==> config.mk <==
export PLATFORM = sky130hd
export DESIGN_NAME = sinc_decim
export DESIGN_NICKNAME = d
export VERILOG_FILES = /design/src/rtl/sinc_decim_pkg.sv /design/src/rtl/sinc_decim_ctrl.sv /design/src/rtl/sinc_decim_cic.sv /design/src/rtl/sinc_decim_post.sv /design/src/rtl/sinc_decim.sv
export SDC_FILE = /design/constraint.sdc
export NUM_CORES = 1
export LEC_CHECK = 0
export BUFFER_PORTS_ARGS = -buffer_cell sky130_fd_sc_hd__buf_2
export CAP_MARGIN = 30
export CORE_AREA = 5 5 295 239
export DETAILED_ROUTE_END_ITERATION = 12
export DIE_AREA = 0 0 300 244
export PLACE_DENSITY = 0.69
export SLEW_MARGIN = 0
export SYNTH_ARGS = -nofsm -noshare
export SYNTH_HDL_FRONTEND = slang
export SYNTH_SLANG_ARGS = --single-unit
==> constraint.sdc <==
create_clock -name clk -period 19.15 [get_ports clk]
set_clock_uncertainty 0.1 [all_clocks]
set_input_delay 2.8725 -clock clk [delete_from_list [all_inputs] [get_ports clk]]
set_output_delay 2.8725 -clock clk [all_outputs]
set_load 0.03 [all_outputs]
==> src/rtl/sinc_decim_pkg.sv <==
package sinc_decim_pkg;

    localparam int OUT_W  = 24;
    localparam int WIDE_W = 48;

    typedef enum logic [1:0] {
        RATE_TWO = 2'b00,
        RATE_HI  = 2'b01,
        RATE_MID = 2'b10,
        RATE_LO  = 2'b11
    } rate_e;

    typedef enum logic [1:0] {
        ST_DROP_A,
        ST_DROP_B,
        ST_RUN
    } ctl_state_e;

    // Clamp a wide signed value into the signed output range.
    function automatic logic [OUT_W-1:0] sat_out(input logic signed [WIDE_W-1:0] v);
        logic signed [WIDE_W-1:0] hi;
        logic signed [WIDE_W-1:0] lo;
        hi = WIDE_W'((64'sd1 <<< (OUT_W - 1)) - 64'sd1);
        lo = -hi - WIDE_W'(1);
        if (v > hi) begin
            return {1'b0, {(OUT_W-1){1'b1}}};
        end else if (v < lo) begin
            return {1'b1, {(OUT_W-1){1'b0}}};
        end else begin
            return v[OUT_W-1:0];
        end
    endfunction

endpackage

==> src/rtl/sinc_decim_ctrl.sv <==
module sinc_decim_ctrl
    import sinc_decim_pkg::*;
#(
    parameter int DEC_LO  = 64,
    parameter int DEC_MID = 128,
    parameter int DEC_HI  = 512,
    parameter int CNT_W   = 9
) (
    input  logic             clk,
    input  logic             rst_n,
    input  logic [1:0]       rate_sel,
    input  logic             y_valid,
    output logic             clr,
    output logic             keep,
    output rate_e            rate_cur,
    output logic [CNT_W-1:0] ratio_m1
);

    rate_e      rate_q;
    ctl_state_e st_q;
    ctl_state_e st_d;
    logic       change;

    assign change   = (rate_sel != rate_q);
    assign rate_cur = rate_q;

    always_ff @(posedge clk) begin
        if (!rst_n) begin
            rate_q <= RATE_TWO;
        end else begin
            rate_q <= rate_e'(rate_sel);
        end
    end

    // state register
    always_ff @(posedge clk) begin
        if (!rst_n) begin
            st_q <= ST_DROP_A;
        end else begin
            st_q <= st_d;
        end
    end

    // next state: restart outranks advance
    always_comb begin
        st_d = st_q;
        if (change) begin
            st_d = ST_DROP_A;
        end else if (y_valid) begin
            unique case (st_q)
                ST_DROP_A: st_d = ST_DROP_B;
                ST_DROP_B: st_d = ST_RUN;
                ST_RUN:    st_d = ST_RUN;
                default:   st_d = ST_DROP_A;
            endcase
        end
    end

    // outputs
    always_comb begin
        clr  = change;
        keep = y_valid && !change && (st_q == ST_RUN);
        unique case (rate_q)
            RATE_TWO, RATE_HI: ratio_m1 = CNT_W'(DEC_HI - 1);
            RATE_MID:          ratio_m1 = CNT_W'(DEC_MID - 1);
            default:           ratio_m1 = CNT_W'(DEC_LO - 1);
        endcase
    end

endmodule

==> src/rtl/sinc_decim_cic.sv <==
module sinc_decim_cic #(
    parameter int ORDER = 3,
    parameter int ACC_W = 29,
    parameter int CNT_W = 9
) (
    input  logic                    clk,
    input  logic                    rst_n,
    input  logic                    clr,
    input  logic                    in_valid,
    input  logic                    in_bit,
    input  logic [CNT_W-1:0]        ratio_m1,
    output logic signed [ACC_W-1:0] y,
    output logic                    y_valid
);

    logic signed [ACC_W-1:0] integ_q [ORDER];
    logic signed [ACC_W-1:0] integ_n [ORDER];
    logic signed [ACC_W-1:0] dly_q   [ORDER];
    logic signed [ACC_W-1:0] comb_in [ORDER];
    logic signed [ACC_W-1:0] comb_out;
    logic [CNT_W-1:0]        cnt_q;
    logic                    dec_now;

    assign dec_now = in_valid && (cnt_q == ratio_m1);

    // integrator chain, settled in one cycle per sample
    always_comb begin
        logic signed [ACC_W-1:0] s;
        s = in_bit ? ACC_W'(1) : -ACC_W'(1);
        for (int k = 0; k < ORDER; k++) begin
            integ_n[k] = integ_q[k] + s;
            s          = integ_n[k];
        end
    end

    // comb chain at the decimated rate
    always_comb begin
        logic signed [ACC_W-1:0] c;
        c = integ_n[ORDER-1];
        for (int k = 0; k < ORDER; k++) begin
            comb_in[k] = c;
            c          = c - dly_q[k];
        end
        comb_out = c;
    end

    always_ff @(posedge clk) begin
        if (!rst_n || clr) begin
            for (int k = 0; k < ORDER; k++) begin
                integ_q[k] <= '0;
                dly_q[k]   <= '0;
            end
            cnt_q   <= '0;
            y       <= '0;
            y_valid <= 1'b0;
        end else begin
            y_valid <= 1'b0;
            if (in_valid) begin
                for (int k = 0; k < ORDER; k++) begin
                    integ_q[k] <= integ_n[k];
                end
                if (dec_now) begin
                    cnt_q <= '0;
                    for (int k = 0; k < ORDER; k++) begin
                        dly_q[k] <= comb_in[k];
                    end
                    y       <= comb_out;
                    y_valid <= 1'b1;
                end else begin
                    cnt_q <= cnt_q + CNT_W'(1);
                end
            end
        end
    end

endmodule

==> src/rtl/sinc_decim_post.sv <==
module sinc_decim_post
    import sinc_decim_pkg::*;
#(
    parameter int ORDER     = 3,
    parameter int ACC_W     = 29,
    parameter int DEC_LO    = 64,
    parameter int DEC_MID   = 128,
    parameter int DEC_HI    = 512,
    parameter int BOX_N     = 10,
    parameter int BOX_MUL   = 13108,
    parameter int BOX_SHIFT = 21
) (
    input  logic                    clk,
    input  logic                    rst_n,
    input  logic                    clr,
    input  logic                    keep,
    input  rate_e                   rate,
    input  logic signed [ACC_W-1:0] y,
    output logic [OUT_W-1:0]        result,
    output logic                    result_valid
);

    localparam int BOX_CW = $clog2(BOX_N);
    localparam int BOX_W  = ACC_W + BOX_CW + 1;
    localparam int SH_LO  = OUT_W - 1 - ORDER * $clog2(DEC_LO);
    localparam int SH_MID = OUT_W - 1 - ORDER * $clog2(DEC_MID);
    localparam int SH_HI  = OUT_W - 1 - ORDER * $clog2(DEC_HI);

    logic signed [BOX_W-1:0]  box_acc;
    logic signed [BOX_W-1:0]  box_sum;
    logic [BOX_CW-1:0]        box_cnt;
    logic signed [WIDE_W-1:0] ext;
    logic signed [WIDE_W-1:0] by_scaled;
    logic signed [WIDE_W-1:0] box_scaled;
    int                       sh;

    assign box_sum = box_acc + BOX_W'(y);
    assign ext     = WIDE_W'(y);

    always_comb begin
        unique case (rate)
            RATE_MID: sh = SH_MID;
            RATE_LO:  sh = SH_LO;
            default:  sh = SH_HI;
        endcase
        if (sh >= 0) begin
            by_scaled = ext <<< sh;
        end else begin
            by_scaled = ext >>> (-sh);
        end
        box_scaled = (WIDE_W'(box_sum) * WIDE_W'(BOX_MUL)) >>> BOX_SHIFT;
    end

    always_ff @(posedge clk) begin
        if (!rst_n) begin
            result       <= '0;
            result_valid <= 1'b0;
            box_acc      <= '0;
            box_cnt      <= '0;
        end else begin
            result_valid <= 1'b0;
            if (clr) begin
                box_acc <= '0;
                box_cnt <= '0;
            end else if (keep) begin
                if (rate == RATE_TWO) begin
                    if (box_cnt == BOX_CW'(BOX_N - 1)) begin
                        result       <= sat_out(box_scaled);
                        result_valid <= 1'b1;
                        box_acc      <= '0;
                        box_cnt      <= '0;
                    end else begin
                        box_acc <= box_sum;
                        box_cnt <= box_cnt + BOX_CW'(1);
                    end
                end else begin
                    result       <= sat_out(by_scaled);
                    result_valid <= 1'b1;
                end
            end
        end
    end

endmodule

==> src/rtl/sinc_decim.sv <==
module sinc_decim
    import sinc_decim_pkg::*;
#(
    parameter int ORDER     = 3,
    parameter int DEC_LO    = 64,
    parameter int DEC_MID   = 128,
    parameter int DEC_HI    = 512,
    parameter int BOX_N     = 10,
    parameter int BOX_MUL   = 13108,
    parameter int BOX_SHIFT = 21
) (
    input  logic             clk,
    input  logic             rst_n,
    input  logic [1:0]       rate_sel,
    input  logic             mod_valid,
    input  logic             mod_bit,
    output logic [OUT_W-1:0] result,
    output logic             result_valid
);

    localparam int CNT_W = $clog2(DEC_HI);
    localparam int ACC_W = ORDER * CNT_W + 2;

    logic                    clr;
    logic                    keep;
    rate_e                   rate_cur;
    logic [CNT_W-1:0]        ratio_m1;
    logic signed [ACC_W-1:0] y;
    logic                    y_valid;

    sinc_decim_ctrl #(
        .DEC_LO (DEC_LO),
        .DEC_MID(DEC_MID),
        .DEC_HI (DEC_HI),
        .CNT_W  (CNT_W)
    ) u_ctrl (
        .clk     (clk),
        .rst_n   (rst_n),
        .rate_sel(rate_sel),
        .y_valid (y_valid),
        .clr     (clr),
        .keep    (keep),
        .rate_cur(rate_cur),
        .ratio_m1(ratio_m1)
    );

    sinc_decim_cic #(
        .ORDER(ORDER),
        .ACC_W(ACC_W),
        .CNT_W(CNT_W)
    ) u_cic (
        .clk     (clk),
        .rst_n   (rst_n),
        .clr     (clr),
        .in_valid(mod_valid),
        .in_bit  (mod_bit),
        .ratio_m1(ratio_m1),
        .y       (y),
        .y_valid (y_valid)
    );

    sinc_decim_post #(
        .ORDER    (ORDER),
        .ACC_W    (ACC_W),
        .DEC_LO   (DEC_LO),
        .DEC_MID  (DEC_MID),
        .DEC_HI   (DEC_HI),
        .BOX_N    (BOX_N),
        .BOX_MUL  (BOX_MUL),
        .BOX_SHIFT(BOX_SHIFT)
    ) u_post (
        .clk         (clk),
        .rst_n       (rst_n),
        .clr         (clr),
        .keep        (keep),
        .rate        (rate_cur),
        .y           (y),
        .result      (result),
        .result_valid(result_valid)
    );

endmodule

==> results by group <==
Logic synthesis
  • Unique cell type count in the Yosys netlist: 81
  • Syn. warnings: 0
  • Share of the yosys chip area belonging to registers: 25.65%
  • Post-synth top area share: 18.24%
  • Largest cells by area after synthesis: edfxtp_1 18%, ha_1 15%, fa_1 11%, dfxtp_1 7.4%, inv_1 4.8%
  • Ys async rst share: 0%
  • Synthesized cell area: 28640 um2
  • Gate Count Post-Synth: 3210
  • Avg Synthesized Cell Area: 8.923 um2
  • Register bit total from synthesis: 280
  • EDFF count, synth: 174
  • Post-synth top area cell: edfxtp_1
  • Post-synth top flop: edfxtp_1
  • Synth Net Count: 3707

Die
  • IO Count: 31
  • Chip width: 300 um
  • Initial Util: 42.75%
  • Die Y-Extent: 244 um
  • Core ar.: 67000 um2
  • Die Area: 73200 um2
  • Cell Rows: 85

Power
  • VDD IR-drop max: 0.1608 mV
  • P_leak: 14.82 nW
  • Switching Fraction: 46.15%
  • Sequential share of power: 14.3%
  • Combinational share of power: 72.4%
  • Internal power: 2.544 mW
  • PD cells: 153.1 nW/um2
  • Clock power frac: 13.3%
  • Psw: 2.180 mW

Clock network
  • Setup bufs post-CTS: 0
  • CTS Buf Count: 34
  • CTS tree: yes
  • Clock Pin Slew Worst Setup and Hold Paths: 70 ps
  • Clk sink count: 280
  • Worst skew pair latency: 550 ps
  • Clk buf depth: 3
  • Resize count post-CTS: 0
  • CTS Root Cell: clkbuf_16
  • CTS Hold Bufs: 0
  • Number of H-tree levels: 2

Setup path
  • Reg2Reg Setup Slack: 8910 ps
  • WP data arrival: 12920 ps
  • Req. time, crit path: 19510 ps
  • Worst r2r dst: u_cic.y[28]$_SDFFE_PP0P_
  • Reg-to-reg critical path startpoint: u_cic.integ_q[0][1]$_SDFFCE_PN0P_
  • Slowest library cell on the worst path: a2111o_1
  • Slowest stage delay, CP: 410 ps
  • Worst reg-to-reg path cell count: 48
  • CP Launch Type: primary input
  • Crit-path max FO: 27
  • Critical Path Sink Type: flop
  • Crit path kind: in -> reg

Finish
  • Area delta synth->final: 7.706%
  • Fillers: 6421
  • Layout cells sized above 1: 4.749%
  • Ant. Diodes: 0
  • Storage element area: 7350 um2
  • Multi-input gate area: 19530 um2
  • Post-route cell area: 30850 um2
  • # nets final: 3696

Place
  • Placer Congestion: 0.8749
  • Hpwl dp: 49190 um
  • Port buffer count: 30
  • Placed Area: 29780 um2

Flow run
  • Max-cap violations: 0

Timing
  • Worst slew margin: 35.97%
  • Final setup vio count: 0
  • Final worst path period share: 65.61%
  • Final setup TNS: 0 ps
  • Max Slew Vio Count: 0
  • Fmax: 79.59 MHz
  • RSZ-0062 raised after global routing: no
  • Hold slack: 373.4 ps
  • Final Hold Viols: 0
  • Worst-Margin Slew: 953.6 ps
  • Fin crit period: 12570 ps

Detailed routing
  • Initial DRC count: 1449
  • Post-DR vias/cell: 5.462
  • DR WL/cell: 15.91 um
  • # DRC: 0
  • Vias: 22351
  • Final WL: 65110 um
  • Post-DRT Antenna Nets: 0
  • Drt first pass iters: 7

Worst hold path
  • Hold path cells: 1
  • Worst hold endpoint: u_post.result[12]$_SDFFE_PN0P_
  • HP Start: u_post.result[12]$_SDFFE_PN0P_
  • HP Class: reg -> reg

GRT
  • Largest net degree at the start of global routing: 77
  • Vias in the first global route: 21657
  • Initial antenna violation count: 2
  • Gr usage total: 17.41%
  • GRT Residual Overflow: 0
  • First-pass GRT wire length: 107700 um

Status
  • Status: complete, no violations
cells in the mapped netlist (all sizes together), types with 50 or more instances:
library cell	number
clkbuf	89
a31oi	50
dfxtp	106
and3	99
a21oi	242
and2	55
nor2	243
mux2i	59
nand2	238
ha	333
a21o	116
edfxtp	174
xnor2	130
inv	365
xor2	95
o21ai	117
fa	158
kinds of logic after synthesis:
group | Yosys count | synth area share, %
buf+inv | 476 | 6.286
mux | 62 | 2.206
fa+ha+maj | 491 | 25.59
simple gates | 876 | 14.68
xor+xnor | 227 | 7.129
compound gates | 798 | 18.46
flops | 280 | 25.65
through the flow:
stage	utilization, %	worst slack, ps	instances	power [mW]
floorplan	-	7052	3210	3.515
global placement	44.34	6280	4029	4.057
detailed placement	44.45	6095	4032	4.097
CTS	46.00	6582	4091	4.742
global route	46.04	5599	4092	5.217
finish	46.04	6585	4092	4.724
critical path, delay by kind of cell:
family                     cells  cell delay (ps)
AOI/OAI and AO/OA             21             4410
xor gates and xnor gates       5             1050
adders and majority gates      6             2010
buffers and inverters          6              780
and+or+nand+nor               13             1760
sequential cells by signal (all words and copies together) (netlist names):
| register | count |
|---|---|
| u_post.box_cnt | 4 |
| u_cic.y_valid | 1 |
| u_post.box_acc | 34 |
| u_ctrl.st_q | 2 |
| u_post.result | 24 |
| u_cic.dly_q | 87 |
| u_cic.y | 29 |
| u_ctrl.rate_cur | 2 |
| u_cic.integ_q | 87 |
| u_cic.cnt_q | 9 |
| u_post.result_valid | 1 |
layout by cell type (no fill, tap or decap), drive strengths merged, types with 62 or more instances in the layout:
cell and count:
fa 158, buf 62, ha 333, xnor2 130, a21o 116, dfxtp 106
edfxtp 174, inv 368, nor2 243, a21oi 242, and3 99, nand2 238
o21ai 117, xor2 95
layout make-up:
type,instances,share of cell area [%]
clock buffer,43,2.900
clock inverter,16,0.4745
inverter,367,4.474
multi-input combinational,2454,63.32
sequential,280,23.82
tap,870,3.529
timing repair buffer,62,1.484
power by group through the flow:
stage	Clock, mW	Combinational (mW)	Sequential (mW)
after floorplan	0	2.83	0.687
after global placement	0	3.37	0.688
after detailed placement	0	3.41	0.688
after CTS	0.645	3.42	0.676
after global routing	0.672	3.87	0.677
final	0.629	3.42	0.675
routing by layer:
metal	wire, um	part of all wire [%]	global-route usage [%]	vias up
met3	3486	5.4	2.971	83
met1	31030	48	24.29	10548
met2	29430	45	28.66	463
met5	0	0	0	-
met4	1171	1.8	3.606	0
li1	-	-	-	11257
worst max path at each step:
stage	from	to	cells after the start
floorplan	mod_bit	u_cic.y[28]$_SDFFE_PP0P_	48
CTS	mod_bit	u_cic.y[28]$_SDFFE_PP0P_	51
global placement	mod_bit	u_cic.y[28]$_SDFFE_PP0P_	51
detailed placement	mod_bit	u_cic.y[28]$_SDFFE_PP0P_	51
global route	mod_bit	u_cic.y[28]$_SDFFE_PP0P_	51
finish	mod_bit	u_cic.y[28]$_SDFFE_PP0P_	51
(Power assumes the default switching activity.)
